File: config.mk
export PLATFORM = sky130hd
export DESIGN_NAME = host_frame_timer
export DESIGN_NICKNAME = d
export VERILOG_FILES = /design/src/rtl/hft_pkg.sv /design/src/rtl/hft_ivl_reg.sv /design/src/rtl/hft_rem_cnt.sv /design/src/rtl/hft_fnum_cnt.sv /design/src/rtl/host_frame_timer.sv
export SDC_FILE = /design/constraint.sdc
export NUM_CORES = 1
export LEC_CHECK = 0
export ABC_AREA = 1
export CAP_MARGIN = 30
export CORE_ASPECT_RATIO = 0.9
export CORE_MARGIN = 2
export CORE_UTILIZATION = 56
export DETAILED_ROUTE_END_ITERATION = 7
export GPL_TIMING_DRIVEN = 0
export PLACE_DENSITY = 0.86
export SKIP_CTS_REPAIR_TIMING = 1
export SYNTH_ARGS = -nofsm -noshare
export SYNTH_HDL_FRONTEND = slang
export SYNTH_HIERARCHICAL = 1
export SYNTH_SLANG_ARGS = --single-unit
File: constraint.sdc
create_clock -name clk_i -period 6.1 [get_ports clk_i]
set_clock_uncertainty 0.2 [all_clocks]
set_input_delay 0.915 -clock clk_i [delete_from_list [all_inputs] [get_ports clk_i]]
set_output_delay 0.915 -clock clk_i [all_outputs]
set_load 0.02 [all_outputs]
File: src/rtl/hft_pkg.sv
package hft_pkg;
  localparam int unsigned IVL_W      = 16;
  localparam int unsigned FNUM_W     = 14;
  localparam logic [IVL_W-1:0] IVL_RST = 16'hEA60;
endpackage

File: src/rtl/hft_ivl_reg.sv
module hft_ivl_reg #(
  parameter int unsigned IVL_W = hft_pkg::IVL_W,
  parameter logic [IVL_W-1:0] IVL_RST = hft_pkg::IVL_RST
) (
  input  logic             clk_i,
  input  logic             rst_ni,
  input  logic             we_i,
  input  logic [IVL_W-1:0] wdata_i,
  output logic [IVL_W-1:0] ivl_o,
  output logic [IVL_W-1:0] reload_o
);
  logic [IVL_W-1:0] ivl_q;

  always_ff @(posedge clk_i or negedge rst_ni) begin
    if (!rst_ni)   ivl_q <= IVL_RST;
    else if (we_i) ivl_q <= wdata_i;
  end

  // counter runs reload..0, so the frame spans ivl_q clocks
  always_comb begin
    if (ivl_q == '0) reload_o = '0;
    else             reload_o = ivl_q - 1'b1;
  end

  assign ivl_o = ivl_q;

  AST_WR_LANDS: assert property (@(posedge clk_i) disable iff (!rst_ni)
    we_i |=> ivl_q == $past(wdata_i));
endmodule

File: src/rtl/hft_rem_cnt.sv
module hft_rem_cnt #(
  parameter int unsigned IVL_W = hft_pkg::IVL_W
) (
  input  logic             clk_i,
  input  logic             rst_ni,
  input  logic             start_i,
  input  logic             cnt_en_i,
  input  logic [IVL_W-1:0] reload_i,
  output logic             tick_o,
  output logic             sof_o,
  output logic [IVL_W-1:0] rem_o
);
  logic [IVL_W-1:0] cnt_q;
  logic             sof_q;

  assign tick_o = cnt_en_i && !start_i && (cnt_q == '0);

  always_ff @(posedge clk_i or negedge rst_ni) begin
    if (!rst_ni) begin
      cnt_q <= '0;
      sof_q <= 1'b0;
    end else begin
      sof_q <= tick_o;
      if (start_i || tick_o) cnt_q <= reload_i;
      else if (cnt_en_i)     cnt_q <= cnt_q - 1'b1;
    end
  end

  assign rem_o = cnt_q;
  assign sof_o = sof_q;

  AST_DEC_ONE: assert property (@(posedge clk_i) disable iff (!rst_ni)
    (cnt_en_i && !start_i && cnt_q != '0) |=> cnt_q == $past(cnt_q) - 1'b1);
  AST_RELOAD_SOF: assert property (@(posedge clk_i) disable iff (!rst_ni)
    (cnt_en_i && !start_i && cnt_q == '0) |=> (sof_q && cnt_q == $past(reload_i)));
  AST_HOLD_OFF: assert property (@(posedge clk_i) disable iff (!rst_ni)
    (!cnt_en_i && !start_i) |=> ($stable(cnt_q) && !sof_q));
  AST_START_LOAD: assert property (@(posedge clk_i) disable iff (!rst_ni)
    start_i |=> (!sof_q && cnt_q == $past(reload_i)));
endmodule

File: src/rtl/hft_fnum_cnt.sv
module hft_fnum_cnt #(
  parameter int unsigned FNUM_W = hft_pkg::FNUM_W
) (
  input  logic              clk_i,
  input  logic              rst_ni,
  input  logic              inc_i,
  output logic [FNUM_W-1:0] fnum_o
);
  localparam logic [FNUM_W-1:0] FNUM_MAX = '1;

  logic [FNUM_W-1:0] fnum_q;

  always_ff @(posedge clk_i or negedge rst_ni) begin
    if (!rst_ni)    fnum_q <= FNUM_MAX;
    else if (inc_i) fnum_q <= (fnum_q == FNUM_MAX) ? '0 : fnum_q + 1'b1;
  end

  assign fnum_o = fnum_q;

  AST_FNUM_WRAP: assert property (@(posedge clk_i) disable iff (!rst_ni)
    (inc_i && fnum_q == FNUM_MAX) |=> fnum_q == '0);
  AST_FNUM_STEP: assert property (@(posedge clk_i) disable iff (!rst_ni)
    (inc_i && fnum_q != FNUM_MAX) |=> fnum_q == $past(fnum_q) + 1'b1);
  AST_FNUM_IDLE: assert property (@(posedge clk_i) disable iff (!rst_ni)
    !inc_i |=> $stable(fnum_q));
endmodule

File: src/rtl/host_frame_timer.sv
module host_frame_timer #(
  parameter int unsigned IVL_W  = hft_pkg::IVL_W,
  parameter int unsigned FNUM_W = hft_pkg::FNUM_W,
  parameter logic [IVL_W-1:0] IVL_RST = hft_pkg::IVL_RST
) (
  input  logic              clk_i,
  input  logic              rst_ni,
  input  logic              host_en_i,
  input  logic              ivl_we_i,
  input  logic [IVL_W-1:0]  ivl_wdata_i,
  output logic [IVL_W-1:0]  ivl_o,
  output logic              sof_o,
  output logic [FNUM_W-1:0] frame_num_o,
  output logic [IVL_W-1:0]  remaining_o
);
  logic             run_q;
  logic             start;
  logic             cnt_en;
  logic             tick;
  logic [IVL_W-1:0] reload;

  always_ff @(posedge clk_i or negedge rst_ni) begin
    if (!rst_ni) run_q <= 1'b0;
    else         run_q <= host_en_i;
  end

  assign start  = host_en_i && !run_q;
  assign cnt_en = host_en_i && run_q;

  hft_ivl_reg #(.IVL_W(IVL_W), .IVL_RST(IVL_RST)) u_ivl (
    .clk_i    (clk_i),
    .rst_ni   (rst_ni),
    .we_i     (ivl_we_i),
    .wdata_i  (ivl_wdata_i),
    .ivl_o    (ivl_o),
    .reload_o (reload)
  );

  hft_rem_cnt #(.IVL_W(IVL_W)) u_rem (
    .clk_i    (clk_i),
    .rst_ni   (rst_ni),
    .start_i  (start),
    .cnt_en_i (cnt_en),
    .reload_i (reload),
    .tick_o   (tick),
    .sof_o    (sof_o),
    .rem_o    (remaining_o)
  );

  hft_fnum_cnt #(.FNUM_W(FNUM_W)) u_fnum (
    .clk_i  (clk_i),
    .rst_ni (rst_ni),
    .inc_i  (tick),
    .fnum_o (frame_num_o)
  );

  AST_SOF_FNUM_MOVE: assert property (@(posedge clk_i) disable iff (!rst_ni)
    sof_o |-> frame_num_o != $past(frame_num_o));
  AST_OFF_NO_SOF: assert property (@(posedge clk_i) disable iff (!rst_ni)
    !host_en_i |=> (!sof_o && $stable(frame_num_o) && $stable(remaining_o)));
endmodule

==> summary.md, run 1 <==
| Metric | Value |
|---|---|
| Outcome | `complete, no violations` |
| Total gr overflow | `0` |
| TritonCTS clock tree | `built` |
| Syn_nets | `about 490` |
| Num rows | `26` |
| # diodes | `0` |
| Hold path startpoint | `u_fnum/fnum_o[0]$_DFFE_PN1P_` |
| Maximum clock path buffer count | `2` |
| Die Height | `76.30 um` |
| Share of layout cells above drive strength 1 | `around 14%` |
| Minimum clock period | `approximately 3.1 ns` |
| Element type at the critical path start | `input pin` |
| Fin. Hold Viols | `0` |
| Critical Path AT | `approximately 3.1 ns` |
| Critical path data required time | `roughly 6.1 ns` |
| R2R Path End | `u_fnum/fnum_o[7]$_DFFE_PN1P_` |
| Final period util | `50.12%` |
| Ys Warns | `6` |
| Slew @ Worst Pin | `a little over 0.5 ns` |
| MaxCap Viol Count | `0` |
| Initial antenna violation count | `0` |
| R2r setup slk | `between 3 and 4 ns` |
| CP peak stage delay | `around 0.5 ns` |
| Area Growth Syn to Fin | `27.05%` |
| Top post-synthesis cells by area | `dfrtp_1 21%, dfstp_2 17%, nand2_1 17%` |
| Fin nets | `between 500 and 600` |
| Final number of setup-violating endpoints | `0` |
| Final cell count without fillers | `~600` |
| Total GRT Usage | `around a quarter` |
| DR pass1 iterations | `5` |
| Most used cell, CP | `inv_1` |
| Leading area contributor after synthesis | `dfrtp_1` |
| Leakage power | `2.027 nW` |
| WL final | `around 8 mm` |
| Min Hold Slack | `0.3099 ns` |
| Power consumption | `0.9829 mW` |
| Kind of critical path | `input pin to flop` |
| Clk_lat worst skew | `0.30 ns` |
| Ys flop type | `dfrtp_1` |
| Hold Crit Endpoint | `u_fnum/fnum_o[0]$_DFFE_PN1P_` |
| Clock-pin slew on the worst setup and hold paths | `0.09 ns` |
| Worst relative slew slack | `65.84%` |
| Mean Syn Cell Area | `just over 7 um^2` |
| Cell family with most CP delay | `simple AND/OR/NAND/NOR gates` |
| F_max | `0.3271 GHz` |
| Drt drc | `0` |
| ANT nets after route | `0` |
| DR vias | `3197` |
| PortBufs | `65` |
| 1st-iter DRT viols | `between 200 and 300` |
| Placed insts | `roughly 600` |
| Peak supply drop | `0.0001708 V` |
| Critical path's slowest cell | `clkdlybuf4s50_1` |
| Number of global-route vias before repair | `roughly 3100` |
| H-tree depth | `2` |
| CP Cell Sequence | `clkdlybuf4s50_1, nand2_1, inv_1, inv_1, nor2_1, nand3_1, nor2_1, inv_1, nor2_4, nand3_1, nand2_1, inv_1, nor2_1` |
| Die area | `6434 um^2` |
| Multi-input gate area | `1713 um^2` |
| CTS buffer count | `5` |
| Final HPWL DP | `6.034 mm` |
| Top cell type's share of synthesized area | `a little over 20%` |
| Tightest Hold Check Type | `flop to flop` |
| Critical Path Sink Type | `flop` |
| Register Area | `roughly 1200 um^2` |
| Fin Setup TNS | `0 ns` |
| RSZ-0062 raised after global routing | `no` |
| Post-DR vias/cell | `between 5 and 6` |
| Largest net degree at the start of global routing | `29` |
| Fraction of registers with async set/reset | `between 90% and 100%` |
| Pwr dens | `237.9 nW/um^2` |
| Per-cell routed wire length | `~13 um` |
| GPL Wtd Cong | `~0.89` |
| Fillers | `453` |
| WP depth | `13` |
| Synth cell types | `35` |
| IO Pins | `67` |
| Buf+Inv Stages, Crit Path | `5` |
| Mapped cell area | `between 3000 and 4000 um^2` |
| Post-synthesis cell count | `about 460` |
| Starting density of the core | `between 50% and 60%` |
| Reg-to-reg startpoint | `u_rem/rem_o[0]$_DFFE_PN0P_` |
| Placeable Area | `between 5000 and 6000 um^2` |
| Register area share after synthesis | `approximately 38%` |
| R2R cell count | `12` |
| First-pass GRT wire length | `13.66 mm` |
| Most frequent cell after synthesis | `nand2_1` |
| Final Util | `roughly three quarters` |
| Clk sinks | `between 40 and 50` |
| Final Max Slew Viols | `0` |
| Hold depth | `2` |
| Register bit total from synthesis | `48` |
| Die W | `about 84 um` |
| EDFF count, synth | `0` |
| Max FO, Critical Path | `7` |
| Commonest cells post-synth | `144 x nand2_1, 62 x inv_1, 59 x nor2_1` |
| Clock root cell | `clkbuf_8` |
## cells by family after synthesis
family	share of synthesized area [%]
AOI/OAI and AO/OA	4.040
xor gates and xnor gates	5.117
adders and majority gates	1.154
buffers and inverters	9.580
DFF	37.75
muxes	0.6925
and+or+nand+nor	41.67
## metal layers
metal  vias to the layer above  global-route usage [%]  routed length, um
li1                       1579                       -                  -
met1                      1462                   33.31               3623
met2                       140                   43.97               3803
met3                        16                   4.659                492
met4                         0                   8.387                119
met5                         -                       0                  0
## sequential cells by signal, indices dropped and copies added (netlist names)
register       count
u_ivl/ivl_o       16
u_rem/rem_o       16
u_fnum/fnum_o     14
run_q              1
u_rem/sof_o        1
## how the worst max path moves through the flow
stage / start / end / slack (ns)
2_1_floorplan: host_en_i / u_fnum/fnum_o[7]$_DFFE_PN1P_ / 3.70
3_5_place_dp: host_en_i / u_fnum/fnum_o[7]$_DFFE_PN1P_ / 2.80
3_3_place_gp: rst_ni / u_rem/sof_o$_DFF_PN0_ / 2.60
4_1_cts: host_en_i / u_fnum/fnum_o[7]$_DFFE_PN1P_ / 3.10
5_1_grt: host_en_i / u_fnum/fnum_o[7]$_DFFE_PN1P_ / 2.93
6_report: host_en_i / u_fnum/fnum_o[7]$_DFFE_PN1P_ / 3.04
## worst reg2reg max path, stage by stage (launching register included)
cell and delay (ns):
dfrtp_1 0.43, inv_1 0.09, ha_1 0.21, nand2_2 0.11, nor2_1 0.38, nand3_1 0.19
nor2_1 0.44, inv_1 0.20, nor2_4 0.23, nand3_1 0.09, nand2_1 0.08, inv_1 0.05
nor2_1 0.11
## power by group
group	internal (mW)	switching [mW]	total, mW	leakage [nW]
registers	0.357	0.0533	0.410	0.550
clock network	0.145	0.106	0.251	0.0645
logic	0.139	0.183	0.322	1.41
## final cells by class
type | instances | area share, %
Timing Repair Buffer | 66 | 16.11
Clock buffer | 7 | 2.332
Buffer | 8 | 1.575
Tap cell | 70 | 2.120
Sequential cell | 48 | 29.71
Clock inverter | 1 | 0.7268
Multi-Input combinational cell | 341 | 41.46
Inverter | 65 | 5.966
## stage by stage
stage                     worst slack, ns  cell area, um^2
after detailed placement            2.797             4005
after global routing                2.929             4131
after CTS                           3.104             4131
after global placement              2.597             3990
after floorplan                     3.697             3252
final                               3.043             4131
## cells in the final DEF (no fill, tap or decap), drive strengths merged
cell type,instances
nand3,46
a21oi,2
clkbuf,12
nor2,82
inv,64
or2,1
bufinv,1
nand4,9
mux2,2
ha,3
dfstp,21
and2,1
clkdlybuf4s50,64
buf,5
clkinv,1
nor3,2
o211ai,3
xnor2,4
nand2,151
o21ai,19
nand3b,1
xor2,15
dfrtp,27
(Power assumes the default switching activity.)
==> run 2: changes to the inputs <==
--- a/config.mk
+++ b/config.mk
@@ -9,10 +9,10 @@
 export CAP_MARGIN = 30
 export CORE_ASPECT_RATIO = 0.9
 export CORE_MARGIN = 2
-export CORE_UTILIZATION = 56
+export CORE_UTILIZATION = 52
 export DETAILED_ROUTE_END_ITERATION = 7
 export GPL_TIMING_DRIVEN = 0
-export PLACE_DENSITY = 0.86
+export PLACE_DENSITY = 0.81
 export SKIP_CTS_REPAIR_TIMING = 1
 export SYNTH_ARGS = -nofsm -noshare
 export SYNTH_HDL_FRONTEND = slang
==> constraint.sdc (replaced) <==
create_clock -name clk_i -period 2.9 [get_ports clk_i]
set_clock_uncertainty 0.2 [all_clocks]
set_input_delay 0.435 -clock clk_i [delete_from_list [all_inputs] [get_ports clk_i]]
set_output_delay 0.435 -clock clk_i [all_outputs]
set_load 0.02 [all_outputs]
==> summary.md, run 2 (synthesis gave the netlist of run 1 again) <==
| Metric | Value |
|---|---|
| Final Max Slew Viols | `0` |
| Power consumption | `roughly 2.0 mW` |
| Kind of critical path | `flop to flop` |
| Worst relative slew slack | `between 60% and 70%` |
| H-tree depth | `2` |
| Final cell count without fillers | `609` |
| Area Growth Syn to Fin | `27.05%` |
| DR vias | `3120` |
| Slew @ Worst Pin | `between 0.4 and 0.5 ns` |
| F_max | `between 0.3 and 0.4 GHz` |
| Peak supply drop | `0.0002600 V` |
| Clock root cell | `clkbuf_8` |
| Most frequent cells in the layout | `144 x nand2_1, 64 x clkdlybuf4s50_1, 62 x inv_1` |
| Starting density of the core | `a little over half` |
| Minimum clock period | `2.639 ns` |
| Clock-pin slew on the worst setup and hold paths | `roughly 0.090 ns` |
| Total gr overflow | `0` |
| Die area | `slightly below 7000 um^2` |
| TritonCTS clock tree | `built` |
| First-pass GRT wire length | `12.81 mm` |
| Share of layout cells above drive strength 1 | `14.15%` |
| Reg-to-reg startpoint | `u_rem/rem_o[0]$_DFFE_PN0P_` |
| Clk_lat worst skew | `0.30 ns` |
| Hold path startpoint | `ivl_we_i` |
| Die Height | `a little under 80 um` |
| Largest net degree at the start of global routing | `30` |
| Tightest Hold Check Type | `input pin to flop` |
| Die W | `87.36 um` |
| Placeable Area | `a little over 6000 um^2` |
| Fin nets | `between 500 and 600` |
| Multi-input gate area | `1715 um^2` |
| Maximum clock path buffer count | `2` |
| Register Area | `1227 um^2` |
| Critical path data required time | `between 2 and 3 ns` |
| Final Util | `about two thirds` |
| Fin. Hold Viols | `0` |
| Initial antenna violation count | `0` |
| Element type at the critical path start | `flop` |
| RSZ-0062 raised after global routing | `no` |
| Pwr dens | `488.9 nW/um^2` |
| Post-DR vias/cell | `a little over 5` |
| ANT nets after route | `0` |
| Clk sinks | `between 40 and 50` |
| Per-cell routed wire length | `between 10 and 15 um` |
| Num rows | `27` |
| Hold depth | `3` |
| MaxCap Viol Count | `0` |
| # diodes | `0` |
| Placed insts | `600` |
| DR pass1 iterations | `5` |
| CTS buffer count | `5` |
| Number of global-route vias before repair | `between 2000 and 3000` |
| IO Pins | `67` |
| Max FO, Critical Path | `7` |
| Outcome | `complete, no violations` |
| Critical Path Sink Type | `flop` |
| Crit path from | `u_rem/rem_o[0]$_DFFE_PN0P_` |
| WL final | `around 7.6 mm` |
| Fillers | `~520` |
| Leakage power | `between 2 and 2.5 nW` |
| Critical Path AT | `roughly 2.7 ns` |
| Commonest non-fill, non-tap cell in the layout | `nand2_1` |
| GPL Wtd Cong | `a little over 0.9` |
| Drt drc | `0` |
| R2R cell count | `12` |
| PortBufs | `between 60 and 70` |
| Final number of setup-violating endpoints | `0` |
| Final HPWL DP | `between 5 and 6 mm` |
| 1st-iter DRT viols | `a little over 200` |
| Total GRT Usage | `between 20% and 30%` |
| Final period util | `around nine tenths` |
run 2: cell types whose count changed in the layout (fill, tap and decap cells not counted):
cell / before / now
clkbuf_8: 8 / 6
clkinv_2: 0 / 1
clkinvlp_4: 0 / 1
dlygate4sd3_1: 0 / 1
nor2_1: 59 / 58
nor2_2: 15 / 16
run 2: report_power, final:
group          internal (mW)  switching, mW  total (mW)  leakage, nW
combinational          0.293          0.378       0.670         1.42
clock                  0.255          0.231       0.487       0.0541
sequential             0.750          0.113       0.863        0.550
total                   1.30          0.722        2.02         2.02
run 2: area by class of cell:
cell class / count / share of cell area, %
Buffer: 8 / 1.575
Clock buffer: 5 / 1.666
Clock inverter: 3 / 1.030
Inverter: 65 / 5.966
Multi-Input combinational cell: 341 / 41.52
Sequential cell: 48 / 29.71
Tap cell: 72 / 2.180
Timing Repair Buffer: 67 / 16.35
run 2: per-layer routing:
metal | up-vias | global-route usage, % | wire length, um | share of wire (%)
li1 | 1578 | - | - | -
met1 | 1438 | 33.93 | 3648 | 48
met2 | 99 | 35.91 | 3517 | 46
met3 | 5 | 3.638 | 403 | 5.3
met4 | 0 | 4.769 | 48 | 0.63
met5 | - | 0 | 0 | 0
run 2: worst paths after layout:
kind                       slack [ns]                            end
setup / recovery                 0.26   u_fnum/fnum_o[7]$_DFFE_PN1P_
hold / removal                   0.27     u_ivl/ivl_o[6]$_DFFE_PN1P_
setup reg to reg                 0.26   u_fnum/fnum_o[7]$_DFFE_PN1P_
hold reg to reg                  0.32   u_fnum/fnum_o[0]$_DFFE_PN1P_
max in group asynchronous        1.52  u_fnum/fnum_o[13]$_DFFE_PN1P_
min in group asynchronous        0.41     u_ivl/ivl_o[4]$_DFFE_PN0P_
run 2: critical path: stages, from the launching register on:
cell and delay, ns:
dfrtp_1 0.43, inv_1 0.10, ha_1 0.20, nand2_2 0.10, nor2_1 0.38, nand3_1 0.19
nor2_2 0.28, inv_1 0.17, nor2_4 0.22, nand3_1 0.10, nand2_1 0.07, inv_1 0.04
nor2_1 0.10
run 2: metrics by stage:
step | setup slack (ns) | cell area, um^2 | hold slack, ns | TNS, ns
after floorplan | 0.5524 | 3252 | -0.06059 | 0
final | 0.2608 | 4131 | 0.2744 | 0
after detailed placement | 0.1043 | 4008 | 0.2033 | 0
after global routing | 0.04160 | 4131 | 0.3339 | 0
after global placement | -0.1243 | 3993 | 0.2927 | -3.266
after CTS | 0.1871 | 4119 | -0.1370 | 0
